<file path="config.mk">
export PLATFORM = sky130hd
export DESIGN_NAME = pp_abort_guard
export DESIGN_NICKNAME = d
export VERILOG_FILES = /design/src/rtl/pp_abort_guard.sv
export SDC_FILE = /design/constraint.sdc
export NUM_CORES = 1
export LEC_CHECK = 0
export BUFFER_PORTS_ARGS = -buffer_cell sky130_fd_sc_hd__buf_2
export CORE_AREA = 2 2 39 41
export DETAILED_ROUTE_END_ITERATION = 8
export DIE_AREA = 0 0 41 43
export SYNTH_ARGS = -nofsm -noshare
export SYNTH_HDL_FRONTEND = slang
export SYNTH_SLANG_ARGS = --single-unit
</file>
<file path="constraint.sdc">
create_clock -name clk -period 1.1 [get_ports clk]
set_input_delay 0.11 -clock clk [delete_from_list [all_inputs] [get_ports clk]]
set_output_delay 0.11 -clock clk [all_outputs]
set_load 0.02 [all_outputs]
</file>
<file path="src/rtl/pp_abort_guard.sv">
module pp_abort_guard #(
  parameter int FILT_LEN = 3
) (
  input  logic clk,
  input  logic rst_n,
  input  logic selin_raw,
  input  logic filt_en,
  input  logic abort_en,
  input  logic de_wr,
  input  logic de_wdata,
  input  logic sw_busy,
  input  logic sw_ack,
  input  logic sw_sel,
  input  logic sw_fault,
  input  logic hs_en,
  input  logic hs_idle,
  input  logic hs_busy,
  input  logic hs_ack,
  output logic selin_stat,
  output logic data_en,
  output logic pd_oe,
  output logic busy_pin,
  output logic ack_pin,
  output logic sel_pin,
  output logic fault_pin
);

  localparam logic [FILT_LEN-1:0] ALL_HI = '1;

  logic                meta, sync;
  logic [FILT_LEN-1:0] hist;
  logic                blocked, sw_owns;

  always_ff @(posedge clk or negedge rst_n)
    if (!rst_n) begin
      meta <= 1'b1;
      sync <= 1'b1;
    end else begin
      meta <= selin_raw;
      sync <= meta;
    end

  always_ff @(posedge clk or negedge rst_n)
    if (!rst_n) begin
      hist       <= ALL_HI;
      selin_stat <= 1'b1;
    end else begin
      hist <= {hist[FILT_LEN-2:0], sync};
      if (!filt_en)          selin_stat <= sync;
      else if (hist == ALL_HI) selin_stat <= 1'b1;
      else if (hist == '0)   selin_stat <= 1'b0;
    end

  assign blocked = abort_en & ~selin_stat;

  always_ff @(posedge clk or negedge rst_n)
    if (!rst_n)       data_en <= 1'b0;
    else if (blocked) data_en <= 1'b0;
    else if (de_wr)   data_en <= de_wdata;

  assign pd_oe     = data_en & ~blocked;
  assign sw_owns   = ~hs_en & hs_idle;
  assign busy_pin  = sw_owns ? sw_busy : hs_busy;
  assign ack_pin   = sw_owns ? sw_ack  : hs_ack;
  assign sel_pin   = sw_sel;
  assign fault_pin = sw_fault;

endmodule


</file>
Yosys cells after proc, flatten, opt, wreduce, memory -nomap -nowiden. Index checks and enable logic that the tools add are counted.

Add/subtract/negate cells: 0. $mul: 0. Div/mod/pow operators: 0. Magnitude comparators: 0. Eq/ne operators: 2. Shift-type cells: 0. Muxes and demuxes: 7. Bitwise operators: 6. Reductions and logical operators: 2.

Operator list (count): 2-to-1 mux 1 bit (7); bitwise AND 1 bit (3); equality test 3 bit (second input constant) (1); logical NOT 3 bit (1); inequality test 3 x 1 -> 1 bit (second input constant) (1); NOT 1 bit (3); nonzero test 2 bit (1).

Register bits: 7. Latch bits: 0. Memory bits (writable): 0. Memory bits (read-only): 0. Input port bits: 15. Output and inout port bits: 7. Logic and storage cells: 22. Memories: 0.

Logic depth before layout (Yosys ltp). Gate-level depths: netlist of run 1.

Word-level depth: 4. Gate-level depth with buffers: 3. Depth with buffers taken out: 3.

Worst setup path before layout of run 1. No wires, ideal clock.

Path type: reg-to-output. Start: register selin_stat. End: output port pd_oe. Arrival time: 1.165 ns. Data required time: 0.990 ns. Path slack: -0.175 ns. Cell stages (with the launch flop): 3. Path buffers: 0. Cells stage by stage: dfstp_2 -> inv_1 -> a21boi_0.

Word-level cells in the longest chain between the ends: 4.

RTL lines: from (decl) (RTL line 19) `output logic selin_stat,`; from (signal assigned) (RTL line 49) `if (!filt_en) selin_stat <= sync;`; NOT 1 bit (RTL line 54) `assign blocked = abort_en & ~selin_stat;`; bitwise AND 1 bit (RTL line 54); NOT 1 bit (RTL line 61) `assign pd_oe = data_en & ~blocked;`; bitwise AND 1 bit (RTL line 61); to (decl) (RTL line 21) `output logic pd_oe,`.

No other way between the ends.

Final worst setup path of run 1. Same ends and word-level chain as after synthesis.

==> results of run 1 <==
-- power by group through the flow --
| stage | clock, W | combinational [W] | sequential, W |
|---|---|---|---|
| 2_1_floorplan | 0 | 0.0000596 | 0.000310 |
| 3_3_place_gp | 0 | 0.000107 | 0.000300 |
| 3_5_place_dp | 0 | 0.000109 | 0.000301 |
| 5_1_grt | 0.000270 | 0.000142 | 0.000299 |
| 4_1_cts | 0.000246 | 0.000131 | 0.000297 |
| 6_report | 0.000237 | 0.000129 | 0.000296 |
-- per-stage QoR --
stage	area, µm²	cells	hold slack [ns]	power (W)	util [%]
detailed placement	388	52	-0.0512	0.000410	28.0
global placement	388	52	-0.0588	0.000407	28.0
global route	450	59	0.0780	0.000712	32.5
finish	450	59	0.0743	0.000663	32.5
floorplan	298	21	-0.186	0.000369	-
CTS	450	59	0.0711	0.000674	32.5
-- cells in the mapped netlist --
cell type	instances
a21boi_0	1
a21oi_1	3
buf_4	2
dfrtp_1	1
dfstp_2	6
inv_1	2
mux2_2	2
mux2_4	1
mux2i_1	1
nand2b_4	1
o21ai_1	1
-- layer usage --
metal	wire length, µm	up-vias	share of wire (%)	track usage (%)
met4	0	0	0	6.00
li1	-	111	-	-
met1	232	110	37	6.95
met2	294	20	47	15.0
met3	105	0	17	5.76
met5	0	-	0	0
-- worst max-delay path, stage by stage (launching register included) --
cell and delay, ns:
dfstp_2 0.53, inv_2 0.04, a21boi_2 0.10, buf_4 0.14
-- layout make-up --
cell class	count	area, µm²
multi-input cells	10	92.6
clock buffers	4	26.3
well taps	16	20.0
repair buffers	20	121
fillers	148	933
flip-flops and latches	7	183
inverters	2	7.51
-- flip-flops by register name (all words and copies together), names as in the netlist --
signal and count:
meta 1, sync 1, hist 3, selin_stat 1, data_en 1
-- what timing repair did --
action	in CTS	in global routing
buffers inserted	1	0
hold buffers	2	0
endpoints found under the hold margin	8	0
pin swaps	1	1
endpoints found under the setup margin	1	3
gates resized for setup	4	0
-- how the worst min path moves through the flow --
stage | start | end | slack, ns | depth (start not counted)
4_1_cts | abort_en | data_en | 0.07 | 2
6_report | abort_en | data_en | 0.07 | 2
5_1_grt | abort_en | data_en | 0.08 | 2
2_1_floorplan | rst_n | data_en | -0.19 | 0
3_5_place_dp | rst_n | data_en | -0.05 | 1
3_3_place_gp | rst_n | data_en | -0.06 | 1
-- cells by family (layout without fill, tap and decap cells) --
logic type      Yosys count  count (layout)  share of synthesized area (%)
buf+inv                   4              26                           7.66
flops                     7               7                           62.1
mux                       4               4                           16.2
simple gates              1               1                           4.68
compound gates            5               5                           9.36
==> impl_metrics.toml, run 1 <==
[worst_setup_path]
arrival_ns = 1.07
critical_path.max_fanout = 2
reg2reg_depth = 4
startpoint_type = "register"
r2r_slack_ns = 0.05
required_ns = 0.99
cp-end-kind = "primary output"
r2r_end = "selin_stat"
r2r_start = "selin_stat"
crit_type = "register to primary output"
critical_path.startpoint = "selin_stat"
crit_end = "pd_oe"

[cells_and_area]
mostFrequentLayoutCells = "buf_2, dfstp_2, a21oi_1, clkbuf_4"
area.growth.synth_to_final_pct = 53.2
final_common_cell = "buf_2"
drive_above_1_share_pct = 76.7
nets = 59
n_antenna_cell = 0

[run_status]
violations = "setup timing"
outcome = "finished, violations left"

[pwr]
p_leak_nw = 0.224
power_frac_comb_pct = 19.5
seqPwrFrac_pct = 44.7
p_sw_w = 0.000169
p_int_w = 0.000493
power.density_nw_per_um2 = 1470
clockPowerShare_pct = 35.8
irDropWorstVdd_mv = 0.679
switching_share_pct = 25.6

[sta]
finClkSkew_ns = 0.00467
fmax_ghz = 0.850
timing.slew.headroom_pct = 91.5
worst_slack_ns = -0.0759
setup_viol = 2
tightest_slew_ns = 0.124
hold_viol_final = 0
finalCriticalPeriod_ns = 1.18
fin_tns_setup_ns = -0.0946
rsz0062_at_grt = "yes"
min_period_over_period_pct = 107
maxSlewViolCount = 0

[place]
port_buffers = 17
gp_congestion = 0.600
pre_cts_ws_ns = 0.121

[logic_synthesis]
synthTopCellsByArea = "dfstp_2, dfrtp_1, mux2_2"
yosys_warnings = 0
yosys.area.top_type = "dfstp_2"
syn_area_um2 = 294
avgSynthCellArea_um2 = 14.0
synth.distinct_cells = 11
seq_area_frac_synth_pct = 62.1
synth_cells = 21
syn_nets = 36
synth_top_area_share_pct = 53.6
yosys_register_bits = 7

[routing]
vias = 241
routedWlPerCell_um = 10.7
ant_nets = 0
drt_first_iter_violations = 3
via_per_inst = 4.08
drc_errors = 0
dr.pass1.iters = 2
routed_wl_um = 632

[clocking]
cts.htree.levels = 1
clockBufferDepth = 2
root_buffer = "clkbuf_4"
clk_latency_ns = 0.25
tritoncts = "built"
cts.sinks = 7
clk_pin_slew_worst_paths_ns = 0.06
cts_made_buffers = 3

[global_routing]
track_usage_pct = 9.02
grt_overflow = 0
antenna_found_initial = 0
grt_max_degree = 8
grt_pass1_vias = 282
grt_first_pass_wirelength_mm = 1.00

[floorplanning]
die_y_um = 43
pin_count = 22
die_area_um2 = 1760
die_w_um = 41
start_util_pct = 21.2
core_area_um2 = 1380
placement_rows = 14

[worst_hold_path]
min_path_type = "input port to register"

[run]
max_cap_violations = 0
Note: power is estimated with default switching activity, not from simulation.
==> run 2: changes to the inputs <==
==> constraint.sdc (replaced) <==
create_clock -name clk -period 1 [get_ports clk]
set_input_delay 0.1 -clock clk [delete_from_list [all_inputs] [get_ports clk]]
set_output_delay 0.1 -clock clk [all_outputs]
set_load 0.02 [all_outputs]
==> impl_metrics.toml, run 2 (synthesis gave the netlist of run 1 again) <==
[run_status]
outcome = "finished, violations left"
violations = "setup timing"

[clocking]
clk_pin_slew_worst_paths_ns = 0.05
clk_latency_ns = 0.25
cts_made_buffers = 3
cts.htree.levels = 1
tritoncts = "built"
cts.sinks = 7
root_buffer = "clkbuf_4"
clockBufferDepth = 2

[cells_and_area]
mostFrequentLayoutCells = "buf_2, dfstp_2, clkbuf_4"
finalNonFillerCells = 60
drive_above_1_share_pct = 81.8
ff_latch_area_um2 = 183
regMostFlops = "hist"
multi_input_area_um2 = 108
final_common_cell = "buf_2"
largest_reg_flops = 3
n_antenna_cell = 0
fillers = 147
area.growth.synth_to_final_pct = 62.1
nets = 60

[sta]
timing.slew.headroom_pct = 87.2
worst_slack_ns = -0.178
maxSlewViolCount = 0
finClkSkew_ns = 0.00411
finalCriticalPeriod_ns = 1.18
setup_viol = 3
rsz0062_at_grt = "yes"
tightest_slew_ns = 0.193
min_period_over_period_pct = 118
hold_viol_final = 0
whs_ns = 0.0675
fmax_ghz = 0.849

[floorplanning]
die_w_um = 41
pin_count = 22
placement_rows = 14
die_y_um = 43
core_area_um2 = 1380
start_util_pct = 21.2
die_area_um2 = 1760

[routing]
drc_errors = 0
via_per_inst = 4.13
vias = 248
routedWlPerCell_um = 10.6
drt_first_iter_violations = 0
routed_wl_um = 633
ant_nets = 0
dr.pass1.iters = 1

[worst_setup_path]
arrival_ns = 1.08
cp-end-kind = "primary output"
cpPeakStageDelay_ns = 0.53
critical_path.max_fanout = 2
crit_path_cell_trace = "inv_2 > a21boi_4 > buf_6"
startpoint_type = "register"
slowest_stage = "dfstp_2"
required_ns = 0.90
crit_family = "flip-flops"
crit_type = "register to primary output"
path_buf_inv = 2

[global_routing]
track_usage_pct = 8.03
grt_overflow = 0
grt_max_degree = 8
grt_pass1_vias = 233
grt_first_pass_wirelength_um = 876
antenna_found_initial = 0

[pwr]
irDropWorstVdd_mv = 0.903
p_leak_nw = 0.233
power.density_nw_per_um2 = 1570

[place]
gp_congestion = 0.572
place.detailed.hpwl_um = 447
port_buffers = 17
pre_cts_ws_ns = -0.00592
place_inst = 52

[run]
max_cap_violations = 0

[worst_hold_path]
min_path_type = "input port to register"
-- run 2: changes by cell type in the layout (fill, tap and decap cells not counted) --
| cell | change |
|---|---|
| a21boi_2 | -1 |
| o21ai_1 | -1 |
| a21oi_1 | -1 |
| a21oi_2 | +1 |
| o21ai_2 | +1 |
| a21boi_4 | +1 |
| buf_6 | +1 |
-- run 2: worst paths after layout --
| path | cells past startpoint | end | startpoint | slack, ns |
|---|---|---|---|---|
| worst max-delay path | 3 | pd_oe | selin_stat | -0.18 |
| worst min register to register | 0 | sync | meta | 0.35 |
| worst min-delay path | 2 | data_en | abort_en | 0.07 |
| worst max register to register | 4 | selin_stat | selin_stat | -0.06 |
| max in group asynchronous | 2 | hist[0] | rst_n | 0.56 |
| min in group asynchronous | 2 | data_en | rst_n | 0.21 |
-- run 2: layout make-up --
type	count	area share [%]
multi-input cells	10	22.6
well taps	16	4.20
flip-flops and latches	7	38.3
repair buffers	21	27.8
clock buffers	4	5.51
inverters	2	1.57
-- run 2: per-layer routing --
layer  GRT usage, %  vias up  share of wire [%]
met5              0        -                  0
met3           7.33        0                 20
met4           2.00        0                  0
li1               -      114                  -
met1           6.69      113                 36
met2           13.1       21                 44
-- run 2: stage by stage --
step                      total power (W)  utilization, %  setup TNS [ns]  area, µm²
final                            0.000750            34.4          -0.356        477
after global routing             0.000795            34.4          -0.479        477
after CTS                        0.000758            33.9          -0.346        469
after detailed placement         0.000456            28.6        -0.00592        395
after global placement           0.000454            28.6               0        395
after floorplan                  0.000412               -               0        305
-- run 2: worst reg2reg max path: cells and delay by family, from the launching register on --
kind | cells | cell delay, ns
flops | 1 | 0.37
mux | 1 | 0.25
compound gates | 2 | 0.23
buf+inv | 1 | 0.14
-- run 2: timing repair --
item | CTS | global route
hold buffers | 2 | 0
gates resized for setup | 5 | 2
buffers inserted | 2 | 0
hold endpoints to repair | 8 | 0
setup endpoints to repair | 2 | 3
pin swaps | 2 | 1
-- run 2: power breakdown --
group | switching, W | total, W | leakage (nW) | internal (W)
logic | 0.0000749 | 0.000164 | 0.143 | 0.0000896
clock network | 0.000106 | 0.000258 | 0.0150 | 0.000152
registers | 0.0000122 | 0.000327 | 0.0758 | 0.000315
==> run 3: changes to the inputs <==
--- a/config.mk
+++ b/config.mk
@@ -5,7 +5,8 @@
 export SDC_FILE = /design/constraint.sdc
 export NUM_CORES = 1
 export LEC_CHECK = 0
-export BUFFER_PORTS_ARGS = -buffer_cell sky130_fd_sc_hd__buf_2
+export BUFFER_PORTS_ARGS = -buffer_cell sky130_fd_sc_hd__clkbuf_2
+export CAP_MARGIN = 20
 export CORE_AREA = 2 2 39 41
 export DETAILED_ROUTE_END_ITERATION = 8
 export DIE_AREA = 0 0 41 43
==> impl_metrics.toml, run 3 (synthesis gave the netlist of run 1 again) <==
[run_status]
outcome = "finished, violations left"
violations = "setup timing"

[cells_and_area]
mostFrequentLayoutCells = "clkbuf_2, dfstp_2, clkbuf_4"
regMostFlops = "hist"
finalNonFillerCells = 59
multi_input_area_um2 = 108
n_antenna_cell = 0
drive_above_1_share_pct = 81.4
ff_latch_area_um2 = 183
final_common_cell = "clkbuf_2"
nets = 59
area.growth.synth_to_final_pct = 62.1
fillers = 140
largest_reg_flops = 3

[clocking]
clockBufferDepth = 2
cts_made_buffers = 3
root_buffer = "clkbuf_4"
tritoncts = "built"
cts.htree.levels = 1
cts.sinks = 7
clk_latency_ns = 0.25
clk_pin_slew_worst_paths_ns = 0.05

[place]
port_buffers = 17
place_inst = 52
gp_congestion = 0.582
pre_cts_ws_ns = -0.0222
place.detailed.hpwl_um = 447

[pwr]
seqPwrFrac_pct = 44.3
power.total_w = 0.000740
p_leak_nw = 0.233
p_int_w = 0.000557
irDropWorstVdd_mv = 0.896
switching_share_pct = 24.7
power_frac_comb_pct = 22.2
power.density_nw_per_um2 = 1550
clockPowerShare_pct = 33.5
p_sw_w = 0.000183

[sta]
hold_viol_final = 0
min_period_over_period_pct = 118
fmax_ghz = 0.849
whs_ns = 0.0867
worst_slack_ns = -0.177
timing.slew.headroom_pct = 89.0
finClkSkew_ns = 0.00148
finalCriticalPeriod_ns = 1.18
maxSlewViolCount = 0
tightest_slew_ns = 0.165
fin_tns_setup_ns = -0.354
setup_viol = 3
rsz0062_at_grt = "yes"

[routing]
routed_wl_um = 576
via_per_inst = 4.03
drt_first_iter_violations = 2
drc_errors = 0
vias = 238
routedWlPerCell_um = 9.76
ant_nets = 0
dr.pass1.iters = 2

[global_routing]
grt_overflow = 0
grt_first_pass_wirelength_um = 862
track_usage_pct = 8.32
grt_pass1_vias = 243
grt_max_degree = 8
antenna_found_initial = 0

[floorplanning]
pin_count = 22
start_util_pct = 21.2
die_y_um = 43
placement_rows = 14
die_area_um2 = 1760
die_w_um = 41
core_area_um2 = 1380

[run]
max_cap_violations = 0

[worst_setup_path]
cp-end-kind = "primary output"
critical_path.max_fanout = 2
required_ns = 0.90
arrival_ns = 1.08
crit_type = "register to primary output"
startpoint_type = "register"

[worst_hold_path]
min_path_type = "input port to register"
## run 3: cell types whose count changed in the layout (fill, tap and decap cells not counted), sizes merged
cell	before	now
clkbuf	4	19
buf	19	3
## run 3: cell type report
type	count	area share, %
Tap cell	16	4.20
Multi-Input combinational cell	10	22.6
Inverter	2	1.57
Clock buffer	4	5.51
Sequential cell	7	38.3
Timing Repair Buffer	20	27.8
## run 3: through the flow
step | utilization (%) | cell area (µm²)
after floorplan | - | 305
after global placement | 28.6 | 395
after detailed placement | 28.6 | 395
after CTS | 33.7 | 467
after global routing | 34.4 | 477
final | 34.4 | 477
## run 3: per-layer routing
metal	part of all wire (%)	vias to the layer above	track usage (%)
met3	19	0	7.85
met2	46	20	13.1
met5	0	-	0
met1	35	107	5.33
met4	0	0	6.00
li1	-	111	-
## run 3: worst max-delay path, cell delays in order, from the launching register on
cell      delay [ns]
dfstp_2         0.53
inv_2           0.05
a21boi_4        0.13
buf_8           0.12
## run 3: final timing paths
check	from	to	slack [ns]	depth (start not counted)
worst max-delay path	selin_stat	pd_oe	-0.18	3
worst max register to register	selin_stat	selin_stat	-0.07	4
worst min-delay path	abort_en	data_en	0.09	2
min in group asynchronous	rst_n	data_en	0.22	2
max in group asynchronous	rst_n	hist[0]	0.55	2
worst min register to register	meta	sync	0.36	0
## run 3: power by group through the flow
stage	logic (W)	clock network [W]	registers (W)
after floorplan	0.0000711	0	0.000341
after global placement	0.000123	0	0.000331
after detailed placement	0.000125	0	0.000333
after CTS	0.000155	0.000262	0.000327
after global routing	0.000180	0.000273	0.000331
final	0.000164	0.000248	0.000328
## run 3: repair_timing
action | 4_1_cts | 5_1_grt
hold endpoints to repair | 8 | 0
pin swaps | 2 | 0
buffers inserted | 1 | 0
gates resized for setup | 5 | 4
hold buffers | 2 | 0
endpoints found under the setup margin | 2 | 3
